--- src/rtl/gpu_rail_pkg.sv ---
// Shared constants and state encoding for the rail sequencer.
// Assumes exactly five rails, numbered in power-up order.
package gpu_rail_pkg;
    localparam int unsigned RAILS = 5;
    localparam int unsigned IDX_W = 3;
    localparam int unsigned SLOW_RAILS = 2;   // lowest-index rails using the long up window

    typedef enum logic [2:0] {
        ST_IDLE,
        ST_UP_EN,
        ST_UP_WAIT,
        ST_UP_SETTLE,
        ST_DN_HOLD,
        ST_DN_EN,
        ST_DN_WAIT
    } seq_state_t;
endpackage

--- src/rtl/gpu_rail_timer.sv ---
// Loadable down-counter used for every wait window.
// Assumes load values are nonzero; expired is high while the count is zero.
module gpu_rail_timer #(
    parameter int unsigned CNT_W = 16
) (
    input  logic             clk,
    input  logic             rst_n,
    input  logic             load,
    input  logic [CNT_W-1:0] load_val,
    output logic             expired
);
    logic [CNT_W-1:0] cnt;

    // Load a new window or count the current one down to zero.
    always_ff @(posedge clk) begin
        if (!rst_n) begin
            cnt <= '0;
        end else if (load) begin
            cnt <= load_val;
        end else if (cnt != '0) begin
            cnt <= cnt - 1'b1;
        end
    end

    assign expired = (cnt == '0);

    // the window only shrinks unless reloaded
    assert_cnt_monotonic_R6: assert property (@(posedge clk) disable iff (!rst_n)
        !load |=> (cnt <= $past(cnt)));
endmodule

--- src/rtl/gpu_rail_fault.sv ---
// Sticky window-expired flag with the index of the last failing rail.
// Assumes clear and set never coincide.
module gpu_rail_fault #(
    parameter int unsigned IDX_W = 3
) (
    input  logic             clk,
    input  logic             rst_n,
    input  logic             clr,
    input  logic             set,
    input  logic [IDX_W-1:0] set_idx,
    output logic             fault,
    output logic [IDX_W-1:0] fail_idx
);
    // Hold the flag until the next accepted command clears it.
    always_ff @(posedge clk) begin
        if (!rst_n) begin
            fault    <= 1'b0;
            fail_idx <= '0;
        end else if (clr) begin
            fault    <= 1'b0;
            fail_idx <= '0;
        end else if (set) begin
            fault    <= 1'b1;
            fail_idx <= set_idx;
        end
    end

    // the flag only rises because a window expired
    assert_fault_cause_R7: assert property (@(posedge clk) disable iff (!rst_n)
        $rose(fault) |-> $past(set));
endmodule

--- src/rtl/gpu_rail_seq.sv ---
// Ordered supply-rail sequencer for a discrete graphics device.
// Power-up: reset low, rails 0..4 each enabled and awaited, combined-good, settle, reset high.
// Power-down: reset low, hold, combined-good low, rails 4..0 each cleared and awaited.
// Assumes pg_in is already synchronous to clk and strobes last one cycle.
module gpu_rail_seq
    import gpu_rail_pkg::*;
#(
    parameter int unsigned TICKS_PER_MS = 50000,
    parameter int unsigned UP_SLOW_MS   = 20,
    parameter int unsigned UP_FAST_MS   = 5,
    parameter int unsigned DN_MS        = 20,
    parameter int unsigned SETTLE_MS    = 1,
    parameter int unsigned HOLD_MS      = 5
) (
    input  logic                 clk,
    input  logic                 rst_n,
    input  logic                 pwr_on_req,
    input  logic                 pwr_off_req,
    input  logic [RAILS-1:0]     pg_in,
    output logic [RAILS-1:0]     rail_en,
    output logic                 all_good,
    output logic                 dev_rst_n,
    output logic                 busy,
    output logic                 done,
    output logic                 fault,
    output logic [IDX_W-1:0]     fail_rail
);
    localparam int unsigned MAX_MS_A  = (UP_SLOW_MS > UP_FAST_MS) ? UP_SLOW_MS : UP_FAST_MS;
    localparam int unsigned MAX_MS_B  = (DN_MS > HOLD_MS) ? DN_MS : HOLD_MS;
    localparam int unsigned MAX_MS_C  = (MAX_MS_A > MAX_MS_B) ? MAX_MS_A : MAX_MS_B;
    localparam int unsigned MAX_MS    = (MAX_MS_C > SETTLE_MS) ? MAX_MS_C : SETTLE_MS;
    localparam int unsigned MAX_TICKS = MAX_MS * TICKS_PER_MS;
    localparam int unsigned CNT_W     = $clog2(MAX_TICKS + 1);
    localparam int unsigned SLOTS     = 2 ** IDX_W;
    localparam logic [IDX_W-1:0] LAST = IDX_W'(RAILS - 1);
    localparam logic [CNT_W-1:0] DN_TICKS     = CNT_W'(DN_MS * TICKS_PER_MS);
    localparam logic [CNT_W-1:0] SETTLE_TICKS = CNT_W'(SETTLE_MS * TICKS_PER_MS);
    localparam logic [CNT_W-1:0] HOLD_TICKS   = CNT_W'(HOLD_MS * TICKS_PER_MS);

    seq_state_t       state;
    logic [IDX_W-1:0] idx;
    logic [CNT_W-1:0] up_lim [SLOTS];
    logic             tmr_load;
    logic [CNT_W-1:0] tmr_val;
    logic             tmr_exp;
    logic             start_on, start_off;
    logic             up_step, dn_step, up_fail, dn_fail;

    // Per-rail power-up windows: long for the first rails, short for the rest.
    for (genvar g = 0; g < SLOTS; g++) begin : g_up_lim
        if (g < SLOW_RAILS) begin : g_slow
            assign up_lim[g] = CNT_W'(UP_SLOW_MS * TICKS_PER_MS);
        end else begin : g_fast
            assign up_lim[g] = CNT_W'(UP_FAST_MS * TICKS_PER_MS);
        end
    end

    // Decode command acceptance and step conditions.
    always_comb begin
        start_on  = (state == ST_IDLE) && pwr_on_req;
        start_off = (state == ST_IDLE) && !pwr_on_req && pwr_off_req;
        up_fail   = (state == ST_UP_WAIT) && !pg_in[idx] && tmr_exp;
        dn_fail   = (state == ST_DN_WAIT) && pg_in[idx] && tmr_exp;
        up_step   = (state == ST_UP_WAIT) && (pg_in[idx] || tmr_exp);
        dn_step   = (state == ST_DN_WAIT) && (!pg_in[idx] || tmr_exp);
    end

    // Select which window, if any, is loaded this cycle.
    always_comb begin
        tmr_load = 1'b0;
        tmr_val  = '0;
        if (state == ST_UP_EN) begin
            tmr_load = 1'b1;
            tmr_val  = up_lim[idx];
        end else if (up_step && idx == LAST) begin
            tmr_load = 1'b1;
            tmr_val  = SETTLE_TICKS;
        end else if (start_off) begin
            tmr_load = 1'b1;
            tmr_val  = HOLD_TICKS;
        end else if (state == ST_DN_EN) begin
            tmr_load = 1'b1;
            tmr_val  = DN_TICKS;
        end
    end

    gpu_rail_timer #(.CNT_W(CNT_W)) i_timer (
        .clk      (clk),
        .rst_n    (rst_n),
        .load     (tmr_load),
        .load_val (tmr_val),
        .expired  (tmr_exp)
    );

    gpu_rail_fault #(.IDX_W(IDX_W)) i_fault (
        .clk      (clk),
        .rst_n    (rst_n),
        .clr      (start_on || start_off),
        .set      (up_fail || dn_fail),
        .set_idx  (idx),
        .fault    (fault),
        .fail_idx (fail_rail)
    );

    // Main sequence: step through rails and drive reset and combined-good.
    always_ff @(posedge clk) begin
        if (!rst_n) begin
            state     <= ST_IDLE;
            idx       <= '0;
            rail_en   <= '0;
            all_good  <= 1'b0;
            dev_rst_n <= 1'b0;
            done      <= 1'b0;
        end else begin
            done <= 1'b0;
            case (state)
                ST_IDLE: begin
                    if (start_on) begin
                        dev_rst_n <= 1'b0;
                        idx       <= '0;
                        state     <= ST_UP_EN;
                    end else if (start_off) begin
                        dev_rst_n <= 1'b0;
                        state     <= ST_DN_HOLD;
                    end
                end
                ST_UP_EN: begin
                    rail_en[idx] <= 1'b1;
                    state        <= ST_UP_WAIT;
                end
                ST_UP_WAIT: begin
                    if (up_step) begin
                        if (idx == LAST) begin
                            all_good <= 1'b1;
                            state    <= ST_UP_SETTLE;
                        end else begin
                            idx   <= idx + 1'b1;
                            state <= ST_UP_EN;
                        end
                    end
                end
                ST_UP_SETTLE: begin
                    if (tmr_exp) begin
                        dev_rst_n <= 1'b1;
                        done      <= 1'b1;
                        state     <= ST_IDLE;
                    end
                end
                ST_DN_HOLD: begin
                    if (tmr_exp) begin
                        all_good <= 1'b0;
                        idx      <= LAST;
                        state    <= ST_DN_EN;
                    end
                end
                ST_DN_EN: begin
                    rail_en[idx] <= 1'b0;
                    state        <= ST_DN_WAIT;
                end
                ST_DN_WAIT: begin
                    if (dn_step) begin
                        if (idx == '0) begin
                            done  <= 1'b1;
                            state <= ST_IDLE;
                        end else begin
                            idx   <= idx - 1'b1;
                            state <= ST_DN_EN;
                        end
                    end
                end
                default: state <= ST_IDLE;
            endcase
        end
    end

    assign busy = (state != ST_IDLE);

    // enables always form contiguous ones from rail 0
    assert_en_contiguous_R2: assert property (@(posedge clk) disable iff (!rst_n)
        ((rail_en & (rail_en + 1'b1)) == '0));
    // device reset released only with every rail up and good
    assert_rst_release_R4: assert property (@(posedge clk) disable iff (!rst_n)
        dev_rst_n |-> (all_good && rail_en == '1));
    // combined-good never stands with a rail off
    assert_good_rails_R5: assert property (@(posedge clk) disable iff (!rst_n)
        all_good |-> (rail_en == '1));
    // done is a one-cycle pulse
    assert_done_pulse_R9: assert property (@(posedge clk) disable iff (!rst_n)
        done |=> !done);
    // a strobe while busy leaves the block busy or finishing
    assert_busy_ignore_R8: assert property (@(posedge clk) disable iff (!rst_n)
        (busy && (pwr_on_req || pwr_off_req) && !done) |=> (busy || done));
endmodule

--- config.mk ---
export PLATFORM = sky130hd
export DESIGN_NAME = gpu_rail_seq
export DESIGN_NICKNAME = d
export VERILOG_FILES = /design/src/rtl/gpu_rail_pkg.sv /design/src/rtl/gpu_rail_timer.sv /design/src/rtl/gpu_rail_fault.sv /design/src/rtl/gpu_rail_seq.sv
export SDC_FILE = /design/constraint.sdc
export NUM_CORES = 1
export LEC_CHECK = 0
export ABC_AREA = 1
export BUFFER_PORTS_ARGS = -buffer_cell sky130_fd_sc_hd__clkbuf_2
export CELL_PAD_IN_SITES_DETAIL_PLACEMENT = 1
export CELL_PAD_IN_SITES_GLOBAL_PLACEMENT = 2
export CORE_ASPECT_RATIO = 0.8
export CORE_MARGIN = 1.5
export CORE_UTILIZATION = 34
export CTS_BUF_LIST = sky130_fd_sc_hd__clkbuf_16
export DETAILED_ROUTE_END_ITERATION = 12
export PLACE_DENSITY_LB_ADDON = 0.1
export SYNTH_ARGS = -nofsm -noshare
export SYNTH_HDL_FRONTEND = slang
export SYNTH_SLANG_ARGS = --single-unit
--- constraint.sdc ---
create_clock -name clk -period 3.3 [get_ports clk]
set_input_delay 0.66 -clock clk [delete_from_list [all_inputs] [get_ports clk]]
set_output_delay 0.66 -clock clk [all_outputs]
set_load 0.1 [all_outputs]
Word level (Yosys, flattened, before mapping)
Memory sizes are Yosys's and may differ from the RTL's. Index checks and enable logic that the tools add are counted.

$add $sub $neg: 3. Order comparisons: 3. Equal/unequal tests: 16. Muxes and demuxes: 45. Bitwise logic cells: 5. Reduce and logical (&&, ||, !) cells: 32.

Operator list (number): $mux W20 (8); $mux W3 (13); $pmux W3 S7 (1); $logic_not A20 Y1 (1); $reduce_bool A20 Y1 (1); $sub A20 B1 Y20 const B (1); $mux W1 (15); $ne A2 B2 Y1 const B (7); $eq A3 B3 Y1 const B (4); $pmux W3 S4 (1); $logic_and A1 B1 Y1 (11); $pmux W5 S2 (1); $reduce_bool A2 Y1 (4); $reduce_and A7 Y1 (1); $eq A3 B2 Y1 const B (2); $logic_not A3 Y1 (2); $pmux W1 S2 (3); $and A5 B5 Y5 (1); $not A5 Y5 (1); $or A5 B5 Y5 (1); $reduce_and A5 Y1 (1); $ge A4 B4 Y1 const B (1); $logic_or A1 B1 Y1 (4); $lt A3 B4 Y1 const B (1); other kinds (17) (18).

Bits in registers: 38. ROM bits: 160. Bits of input ports: 9. Output and inout bits: 13. Word-level logic and storage cells: 114. Memories: 1.

Memories: (name not given) (words 8, width 20, read ports 1, clocked after Yosys merged registers in 0, wr ports 0, RTL line gpu_rail_seq.sv:74) `tmr_val = up_lim[idx];`.

Longest topological paths before layout
Depth after elaboration: 8. Gate-level depth with buffers: 13. Depth with buffers taken out: 12.

Modules after synthesis
A second synthesis with hierarchy kept.

Cells, all modules: 372. Area total of the unflattened synthesis: 2454.9 um2.

Modules (own cells, without submodules): gpu_rail_timer (instances 1, cells an instance 193, area each 1263.7 um2, sequential area each 400.4 um2); gpu_rail_seq (instances 1, cells an instance 161, area each 1054.8 um2, sequential area each 280.3 um2); gpu_rail_fault (instances 1, cells an instance 18, area each 136.4 um2, sequential area each 80.1 um2).

Least setup slack after synthesis
No wires, ideal clock.

Path type: reg-to-reg. Start point: register state[2]. End point: register i_timer.cnt[6]. Library setup time: 0.123 ns. Arrival time: 1.970 ns. Required time: 3.177 ns. Path slack: 1.207 ns. Cell stages (with the launch flop): 12. Buffers on the path: 1. Period minus slack after synthesis: 2.093 ns. Path through: dfxtp_1 -> inv_1 -> nand2_1 -> nor2_1 -> nand2_1 -> nand2_1 -> inv_1 -> nand2_4 -> inv_2 -> buf_6 -> o21ai_0 -> a21oi_1.

Longest elaborated chain between the ends: 7. Elaborated cells on any way between the ends: 18. Classes of those cells: 3 x eq/ne; 9 x mux; 6 x reduce/logical.

Ends and longest elaborated chain: start: declaration (RTL line gpu_rail_seq.sv:40) `seq_state_t state;`; start signal: assignment (RTL line gpu_rail_seq.sv:108) `state <= ST_IDLE;`; start signal: assignment (RTL line gpu_rail_seq.sv:121) `state <= ST_UP_EN;`; start signal: assignment (RTL line gpu_rail_seq.sv:124) `state <= ST_DN_HOLD;`; $logic_not A3 Y1 (RTL line gpu_rail_seq.sv:61) `start_off = (state == ST_IDLE) && !pwr_on_req && pwr_off_req;`; $logic_and A1 B1 Y1 (2 in series) (RTL line gpu_rail_seq.sv:61); $mux W20 / $mux W1 (equally long branches) (RTL line gpu_rail_seq.sv:78) `end else if (start_off) begin`; $mux W20 / $mux W1 (equally long branches) (RTL line gpu_rail_seq.sv:75) `end else if (up_step && idx == LAST) begin`; $mux W20 / $mux W1 (equally long branches) (RTL line gpu_rail_seq.sv:72) `if (state == ST_UP_EN) begin`; $mux W20 / $reduce_bool A2 Y1 (equally long branches); end signal: assignment (RTL line gpu_rail_timer.sv:19) `cnt <= load_val;`; end signal: assignment (RTL line gpu_rail_timer.sv:21) `cnt <= cnt - 1'b1;`; end: declaration (RTL line gpu_rail_timer.sv:12) `logic [CNT_W-1:0] cnt;`.

Several ways; a longest one is shown, not always the timed one. A chain may end at the register's enable or synchronous reset.

Final worst setup path
Start point: register state[2]. End point: output port busy.

Longest elaborated chain between the ends: 1.

Ends and longest elaborated chain: $reduce_bool A3 Y1 (RTL line gpu_rail_seq.sv:176) `assign busy = (state != ST_IDLE);`; end: declaration (RTL line gpu_rail_seq.sv:23) `output logic busy,`.

Every way passes these cells.

==> flow_metrics.py <==
metrics = {
    "outcome": {
        "status": "completed",
    },
    "global_routing": {
        "antenna_found_initial": 0,
        "track_usage": 0.207,
        "grt_pass1_vias": 2160,
        "grt_max_degree": 13,
        "overflow": 0,
        "grt_pass1_wl_um": 10900,
    },
    "timing": {
        "finalHoldWorstSlack_ns": 0.449,
        "fin_tns_setup_ns": 0,
        "maxSlewViolCount": 0,
        "slew_headroom": 0.599,
        "final.min_clock_period_ns": 2.18,
        "tightestPinTransition_ns": 0.596,
        "fin_ws_ns": 1.12,
        "timing.fmax_mhz": 458,
        "rsz0062_at_grt": "false",
        "period_share": 0.661,
        "setup_viol_count_final": 0,
        "fin_skew_ns": 0.00422,
        "report.final.hold_viol_count": 0,
    },
    "logic_synthesis": {
        "yosysWarnings": 0,
        "ys_types": 29,
        "synthCells": 346,
        "syn-num-nets": 358,
        "synth-async-reset-ratio": 0,
        "yosysSeqAreaShare": 0.340,
        "yosys.area.top_type_share": 0.340,
        "syn_area_um2": 2240,
        "synth_edf_count": 0,
        "syn_avg_cell_area_um2": 6.47,
        "yosysMostFrequentCell": "nand2_1",
        "yosys-top-cells-count": "66 x nand2_1, 61 x nor2_1, 45 x inv_1",
        "synth-seq-cells": 38,
        "ys.flop_type": "dfxtp_1",
        "post_synth_main_area_contributors": "dfxtp_1 34%, nand2_1 11%, nor2_1 10%",
        "yosys.area.top_type": "dfxtp_1",
    },
    "setup_path": {
        "cp.required_ns": 2.64,
        "crit_path_end_kind": "output port",
        "cp.arrival_ns": 1.52,
        "crit_fanout": 7,
        "cp-start-kind": "register",
        "path_class": "reg2out",
    },
    "placement": {
        "place_congestion": 0.831,
        "pre_cts_ws_ns": 1.18,
        "dp_hpwl_um": 5290,
        "place_area_um2": 2420,
        "portBuffers": 21,
        "post-place-cells": 448,
    },
    "finish": {
        "num_antenna_cells": 0,
        "fin_util": 0.402,
        "postLayoutCellArea_um2": 2560,
        "fin_cells": 456,
        "syn_to_final_growth_pct": 14.4,
        "drive_above_1_share": 0.126,
        "fillers": 880,
        "fin_nets": 383,
    },
    "clock_network": {
        "cts_tree": "built",
        "hold_buffers": 0,
        "clk_pin_slew_ns": 0.06,
        "clockBufferDepth": 2,
        "cts_buffers": 5,
        "htree_levels": 2,
        "cts_resized": 0,
        "root_buffer": "clkbuf_16",
        "insertion_delay_ns": 0.28,
        "postCtsSetupBuffers": 0,
        "cts_num_sinks": 38,
    },
    "pwr": {
        "ir_drop_mv": 0.337,
        "p_per_area_nw_per_um2": 1200,
        "p_leak_nw": 1.21,
        "p_total_mw": 3.07,
    },
    "die": {
        "initial_core_util": 0.351,
        "ioPinCount": 22,
        "die_x_um": 93.7,
        "dieArea_um2": 7090,
        "core_area_um2": 6380,
        "row_count": 26,
        "die_h_um": 75.6,
    },
    "routing": {
        "ant_nets": 0,
        "drt_first_iter_violations": 147,
        "vias": 2208,
        "wirelength_um": 6640,
        "drc": 0,
        "vias_per_cell": 4.84,
        "wl_per_cell_um": 14.6,
        "dr.pass1.iters": 4,
    },
    "job": {
        "cap_viol_max_count": 0,
    },
    "hold_path": {
        "hold_path_class": "reg2reg",
    },
}
## path summary, 6_finish.rpt
check	start	endpoint	slack, ns	depth (start not counted)
setup / recovery	state[2]	busy	1.12	3
setup reg to reg	state[2]	idx[2]	1.12	11
hold reg to reg	i_fault.fail_idx[2]	i_fault.fail_idx[2]	0.45	2
hold / removal	i_fault.fail_idx[2]	i_fault.fail_idx[2]	0.45	2
## critical path, stage by stage (launching register included)
cell      delay [ns]
dfxtp_1         0.45
inv_1           0.16
nand2_1         0.16
clkbuf_2        0.47
## routing by layer
metal  vias up  GRT usage  routed length, µm
met4         0     0.0697                 85
met2        35      0.283               2520
met5         -          0                  0
met1      1010      0.319               3740
li1       1156          -                  -
met3         7     0.0369                297
## cell type report
class | count | area (µm²) | share of cell area
clock inverters | 3 | 12.5 | 0.00489
inverters | 49 | 185 | 0.0723
repair buffers | 21 | 105 | 0.0410
flip-flops and latches | 38 | 761 | 0.297
multi-input cells | 256 | 1270 | 0.495
clock buffers | 5 | 125 | 0.0489
well taps | 84 | 105 | 0.0410
## layout by cell type, fill, tap and decap left out, drive strengths merged
master,instances
nand4,5
nand2,72
o21bai,1
fa,1
clkinv,4
o211ai,1
inv,48
nor2,65
nand3,24
a31oi,1
xor2,8
o21ai,23
a21oi,34
nor3,12
or2,3
dfxtp,38
clkbuf,26
ha,2
xnor2,4
## power breakdown
group / total (mW) / leakage [nW] / internal (mW) / switching (mW)
sequential: 0.773 / 0.311 / 0.611 / 0.162
clock: 0.453 / 0.0724 / 0.273 / 0.181
combinational: 1.84 / 0.827 / 0.560 / 1.28
total: 3.07 / 1.21 / 1.44 / 1.63
## cell families (layout without fill, tap and decap cells)
kind of cell | after synthesis | after routing | synth area share
XOR/XNOR | 12 | 12 | 0.0469
flip-flops | 38 | 38 | 0.340
AO/OA/AOI/OAI | 60 | 60 | 0.137
adder cells (fa/ha/maj) | 3 | 3 | 0.0201
AND/OR/NAND/NOR | 181 | 181 | 0.362
buffers and inverters | 52 | 78 | 0.0944
(Power assumes the default switching activity.)
